## src/rtl/pwm_pair_pkg.sv

```systemverilog
`timescale 1ns/1ps
package pwm_pair_pkg;

  typedef struct packed {
    logic oe;
    logic pol;
    logic lvl;
  } out_cfg_t;

  // Pin level from the slave activity and the output configuration.
  function automatic logic pin_level(input logic active, input out_cfg_t c);
    return c.oe ? (active ^ c.pol) : c.lvl;
  endfunction

endpackage

```

## src/rtl/pwm_master_ch.sv

```systemverilog
`timescale 1ns/1ps
module pwm_master_ch #(
  parameter int W = 16
) (
  input  logic         clk,
  input  logic         rst,
  input  logic         en,
  input  logic         start_go,
  input  logic         stop_req,
  input  logic         per_wr,
  input  logic [W-1:0] per_wdata,
  output logic [W-1:0] cnt,
  output logic         run,
  output logic         zero_tick,
  output logic         tick,
  output logic         irq
);

  logic [W-1:0] per_q;    // software-written period
  logic [W-1:0] per_act;  // period used by the zero reload

  function automatic logic [W-1:0] step_down(input logic [W-1:0] c,
                                             input logic [W-1:0] reload);
    return (c == '0) ? reload : c - 1'b1;
  endfunction

  assign zero_tick = run && en && (cnt == '0);
  assign tick      = start_go || zero_tick;

  always_ff @(posedge clk) begin
    if (rst) begin
      cnt     <= '0;
      run     <= 1'b0;
      irq     <= 1'b0;
      per_q   <= '0;
      per_act <= '0;
    end else begin
      irq <= tick;
      if (per_wr) per_q <= per_wdata;
      if (start_go)       cnt <= per_q;
      else if (run && en) cnt <= step_down(cnt, per_act);
      if (tick) per_act <= per_q;
      if (stop_req)      run <= 1'b0;
      else if (start_go) run <= 1'b1;
    end
  end

endmodule

```

## src/rtl/pwm_slave_ch.sv

```systemverilog
`timescale 1ns/1ps
module pwm_slave_ch #(
  parameter int W = 16
) (
  input  logic         clk,
  input  logic         rst,
  input  logic         en,
  input  logic         run,
  input  logic         start_go,
  input  logic         zero_tick,
  input  logic         duty_wr,
  input  logic [W-1:0] duty_wdata,
  output logic [W-1:0] cnt,
  output logic [W-1:0] load_val,
  output logic         active
);

  logic [W-1:0] duty_q;
  logic [W-1:0] duty_act;

  assign load_val = start_go ? duty_q : duty_act;
  assign active   = (cnt != '0);

  always_ff @(posedge clk) begin
    if (rst) begin
      cnt      <= '0;
      duty_q   <= '0;
      duty_act <= '0;
    end else begin
      if (duty_wr) duty_q <= duty_wdata;
      if (start_go || zero_tick) begin
        cnt      <= load_val;
        duty_act <= duty_q;
      end else if (run && en && active) begin
        cnt <= cnt - 1'b1;
      end
    end
  end

endmodule

```

## src/rtl/pwm_out_stage.sv

```systemverilog
`timescale 1ns/1ps
module pwm_out_stage
  import pwm_pair_pkg::*;
(
  input  logic     clk,
  input  logic     rst,
  input  logic     cfg_wr,
  input  out_cfg_t cfg_in,
  input  logic     active,
  output logic     pin,
  output logic     pin_oe
);

  out_cfg_t cfg_q;

  always_ff @(posedge clk) begin
    if (rst)         cfg_q <= '0;
    else if (cfg_wr) cfg_q <= cfg_in;
  end

  assign pin    = pin_level(active, cfg_q);
  assign pin_oe = cfg_q.oe;

endmodule

```

## src/rtl/pwm_pair_timer.sv

```systemverilog
`timescale 1ns/1ps
module pwm_pair_timer
  import pwm_pair_pkg::*;
#(
  parameter int CNT_W = 16
) (
  input  logic             clk,
  input  logic             rst,
  input  logic             cnt_en,
  input  logic             start_req,
  input  logic             stop_req,
  input  logic             per_wr,
  input  logic [CNT_W-1:0] per_wdata,
  input  logic             duty_wr,
  input  logic [CNT_W-1:0] duty_wdata,
  input  logic             cfg_wr,
  input  logic             cfg_oe,
  input  logic             cfg_pol,
  input  logic             cfg_lvl,
  output logic [CNT_W-1:0] mst_count,
  output logic [CNT_W-1:0] slv_count,
  output logic             mst_irq,
  output logic             pwm_out,
  output logic             pwm_oe
);

  logic             start_go_w;
  logic             run_w;
  logic             ztick_w;
  logic             tick_w;
  logic             active_w;
  logic [CNT_W-1:0] slv_ld_w;
  out_cfg_t         cfg_w;

  assign start_go_w = start_req && !stop_req;
  assign cfg_w      = '{oe: cfg_oe, pol: cfg_pol, lvl: cfg_lvl};

  pwm_master_ch #(.W(CNT_W)) u_mst (
    .clk(clk), .rst(rst), .en(cnt_en), .start_go(start_go_w),
    .stop_req(stop_req), .per_wr(per_wr), .per_wdata(per_wdata),
    .cnt(mst_count), .run(run_w), .zero_tick(ztick_w), .tick(tick_w),
    .irq(mst_irq)
  );

  pwm_slave_ch #(.W(CNT_W)) u_slv (
    .clk(clk), .rst(rst), .en(cnt_en), .run(run_w), .start_go(start_go_w),
    .zero_tick(ztick_w), .duty_wr(duty_wr), .duty_wdata(duty_wdata),
    .cnt(slv_count), .load_val(slv_ld_w), .active(active_w)
  );

  pwm_out_stage u_out (
    .clk(clk), .rst(rst), .cfg_wr(cfg_wr), .cfg_in(cfg_w),
    .active(active_w), .pin(pwm_out), .pin_oe(pwm_oe)
  );

endmodule

```

## config.mk

```make
export PLATFORM = sky130hd
export DESIGN_NAME = pwm_pair_timer
export DESIGN_NICKNAME = d
export VERILOG_FILES = /design/src/rtl/pwm_pair_pkg.sv /design/src/rtl/pwm_master_ch.sv /design/src/rtl/pwm_slave_ch.sv /design/src/rtl/pwm_out_stage.sv /design/src/rtl/pwm_pair_timer.sv
export SDC_FILE = /design/constraint.sdc
export NUM_CORES = 1
export LEC_CHECK = 0
export ABC_AREA = 1
export BUFFER_PORTS_ARGS = -buffer_cell sky130_fd_sc_hd__buf_2
export CORE_AREA = 2 2 116 118
export CTS_BUF_LIST = sky130_fd_sc_hd__clkbuf_8
export CTS_CLUSTER_SIZE = 40
export DETAILED_ROUTE_END_ITERATION = 7
export DIE_AREA = 0 0 118 120
export PLACE_DENSITY_LB_ADDON = 0.05
export SLEW_MARGIN = 30
export SYNTH_ARGS = -nofsm -noshare
export SYNTH_HDL_FRONTEND = slang
export SYNTH_SLANG_ARGS = --single-unit
```

## constraint.sdc

```tcl
create_clock -name clk -period 1.55 [get_ports clk]
set_input_delay 0.0775 -clock clk [delete_from_list [all_inputs] [get_ports clk]]
set_output_delay 0.0775 -clock clk [all_outputs]
set_load 0.03 [all_outputs]
```

==> impl_metrics.csv <==
group,metric,value,unit
status,outcome,"finished, violations left",
status,failed_checks,"setup timing",
route,first_pass_iters,4,
floorplanning,coreArea,0.01298,mm²
global_route,grt_pass1_vias,4954,
layout,layout-drive-gt1-share,0.3805,
power,vdd_drop_max,802.2,µV
floorplanning,fp.dieH,120,µm
floorplanning,pin_count,78,
setup_path,path_cells,"inv_2 > ha_4 > nand2_2 > nor2_2 > nand2_2 > buf_6 > xnor2_2 > a21oi_2 > buf_6",
setup_path,reg2reg_slack,-0.23,ns
sta,finalMaxSlewViolations,0,
hold_path,hold_end,"u_mst.per_q[13]",
logic_synthesis,ys_warn_count,0,
sta,worst_slew_pin_slew,0.5138,ns
power,p_per_area,971.7,mW/mm²
setup_path,endpoint_kind,"output port",
hold_path,min-delay-path-class,"input pin to register",
clock_tree,cts_max_level,3,
route,drc,0,
global_route,antenna_found_initial,0,
power,power,7.718,mW
logic_synthesis,synthFlopType,"dfxtp_1",
layout,areaGrowthSynthToFinish,57.83,%
floorplanning,start_util,0.3877,
logic_synthesis,yosysTopAreaCell,"dfxtp_1",
clock_tree,clockBufferDepth,2,
setup_path,path_max_fanout,2,
global_route,grt_start_max_net_pins,45,
layout,nFillCells,1217,
sta,setup_viol_count_final,34,
sta,hold_viol_final,0,
route,routed_wl,16.85,mm
route,vias,5648,
run,cap_viol_max_count,0,
setup_path,crit_slowest_cell,"dfxtp_2",
clock_tree,cts_made_buffers,9,
floorplanning,num_rows,42,
layout,num_antenna_cells,0,
clock_tree,cts_tree,"done",
clock_tree,clk_pin_slew_worst_paths,0.10,ns
logic_synthesis,synth_cells,749,
logic_synthesis,yosys-top-cells-area,"dfxtp_1 40%, nor2_1 11%, nand2_1 10%",
setup_path,max_stage_delay,0.34,ns
logic_synthesis,synth_cell_types,34,
clock_tree,cts-root-buf,"clkbuf_8",
route,drt_iter0_drc,319,
hold_path,min-delay-start,"per_wdata[13]",
sta,finalClockSkew,0.009725,ns
logic_synthesis,yosysTopAreaCellShare,0.4018,
setup_path,r2r_start,"u_slv.cnt[0]",
placement,gp_congestion,0.8936,
layout,nets,1017,
sta,max_clock_freq,556.9,MHz
logic_synthesis,synth-edff-count,0,
logic_synthesis,synth_nets,796,
placement,port_buffers,77,
sta,rsz0062_at_grt,"yes",
sta,layout_setup_ws,-0.2457,ns
logic_synthesis,synth_seq_area_share,0.4018,
layout,fin_util,0.6119,
power,p_leak,3.672,nW
logic_synthesis,synthArstFlopShare,0,
logic_synthesis,syn_avg_cell_area,6.719,µm²
sta,min_period,1.796,ns
logic_synthesis,synth_commonest_cells,"145 x nor2_1, 136 x nand2_1, 101 x dfxtp_1, 101 x o21ai_0, 67 x inv_1",
route,via_per_inst,4.907,
logic_synthesis,synth_most_common_cell,"nor2_1",
hold_path,hold_depth,3,
global_route,grt.total_usage,0.2285,
setup_path,crit_required,1.47,ns
setup_path,crit_type,"register to output port",
floorplanning,dieArea,0.01416,mm²
setup_path,crit_arrival,1.72,ns
sta,final.setup.tns,-3.728,ns
placement,dp_hpwl,11.43,mm
sta,max_slew_margin,0.6553,
setup_path,cp-start-kind,"register",
clock_tree,insertion_delay,0.38,ns
global_route,grt_overflow,0,
setup_path,timing.reg2reg.worst_path_depth,13,
floorplanning,die_w,118,µm
logic_synthesis,synth_seq_cells,101,
sta,timing.final.crit_share,1.159,
global_route,grt_first_pass_wirelength,25.72,mm
logic_synthesis,synth_area,0.005032,mm²
setup_path,reg2reg_to,"u_slv.cnt[6]",
clock_tree,cts_sinks,101,
route,wire_per_inst,14.64,µm
route,antenna_left,0,
repair_timing:
| item | in CTS | in global routing |
|---|---|---|
| hold buffers | 43 | 0 |
| endpoints found under the hold margin | 35 | 0 |
| gates resized for setup | 27 | 185 |
| setup endpoints to repair | 46 | 61 |
| buffers inserted | 5 | 20 |
| pin swaps | 4 | 41 |
| cloned | 2 | 6 |
worst max path at each step:
stage	start	endpoint	slack [ns]	depth (start not counted)
4_1_cts	u_slv.cnt[1]	pwm_out	-0.30	9
3_3_place_gp	u_mst.cnt[1]	u_mst.cnt[10]	-0.17	10
6_report	u_slv.cnt[0]	pwm_out	-0.25	9
5_1_grt	u_slv.cnt[0]	pwm_out	-0.31	9
2_1_floorplan	u_slv.cnt[4]	u_slv.cnt[9]	-0.002	9
3_5_place_dp	u_mst.cnt[1]	u_mst.cnt[10]	-0.19	10
flip-flops by register name (all words and copies together), names as in the netlist, 2 cells and up:
name,cells
u_mst.per_q,16
u_slv.duty_act,16
u_mst.cnt,16
u_slv.duty_q,16
u_out.cfg_q,2
u_mst.per_act,16
u_slv.cnt,16
logic make-up (layout without fill, tap and decap cells):
kind of cell    after synthesis  in the layout  synth area share
xor+xnor                     11             11           0.01914
fa+ha+maj                     4              4          0.009946
compound gates              180            180            0.1867
mux                           3              3          0.005967
buf+inv                     106            332           0.08777
simple gates                344            344            0.2887
flops                       101            101            0.4018
layer usage:
layer  wire, µm  vias up  track usage
li1           -     2882            -
met3        940       16      0.05418
met4        189        0      0.05120
met5          0        -            0
met2       7155      157       0.3205
met1       8568     2593       0.3501
critical path, delay by kind of cell (launching register included):
kind	cells	cell delay [ns]
xor gates and xnor gates	1	0.12
and+or+nand+nor	3	0.25
adders and majority gates	1	0.13
buffers and inverters	3	0.34
AOI/OAI and AO/OA	1	0.13
DFF	1	0.34
stage by stage:
| step | hold slack (ns) | setup slack, ns | std cells | cell area [µm²] |
|---|---|---|---|---|
| 2_1_floorplan | 0.1568 | -0.001579 | 749 | 5095 |
| 3_3_place_gp | 0.2584 | -0.1693 | 1059 | 6275 |
| 3_5_place_dp | 0.2634 | -0.1857 | 1059 | 6275 |
| 4_1_cts | 0.009084 | -0.2979 | 1125 | 7077 |
| 5_1_grt | 0.04163 | -0.3145 | 1151 | 7943 |
| 6_report | 0.01932 | -0.2457 | 1151 | 7943 |
layout by cell type, fill, tap and decap left out, types with 12 or more instances in the layout:
cell / synthesis / routed
nand2_1: 136 / 118
nor2_1: 145 / 118
a21oi_2: 0 / 12
buf_4: 3 / 88
o21ai_0: 101 / 61
buf_2: 8 / 76
buf_6: 3 / 21
nand3_1: 38 / 27
dlygate4sd3_1: 0 / 43
nor2_4: 3 / 16
dfxtp_2: 0 / 16
nor2_2: 6 / 20
nand2_2: 2 / 15
o21ai_2: 0 / 37
inv_1: 67 / 63
a21oi_1: 58 / 46
dfxtp_1: 101 / 81
cell type report:
type | instances | area [µm²] | share of cell area
sequential | 101 | 2057 | 0.2590
multi-input combinational | 542 | 3104 | 0.3908
inverter | 72 | 290.3 | 0.03655
clock buffer | 10 | 137.6 | 0.01733
timing repair buffer | 244 | 2063 | 0.2598
tap | 176 | 220.2 | 0.02773
clock inverter | 6 | 70.07 | 0.008822
power by group:
part | total (mW) | internal (mW) | switching, mW | leakage [nW]
clock network | 1.81 | 0.809 | 1.00 | 0.107
logic | 2.94 | 1.35 | 1.59 | 2.72
registers | 2.97 | 2.80 | 0.170 | 0.843
total | 7.72 | 4.96 | 2.76 | 3.67
No activity file was read; power rests on OpenSTA's default activity.
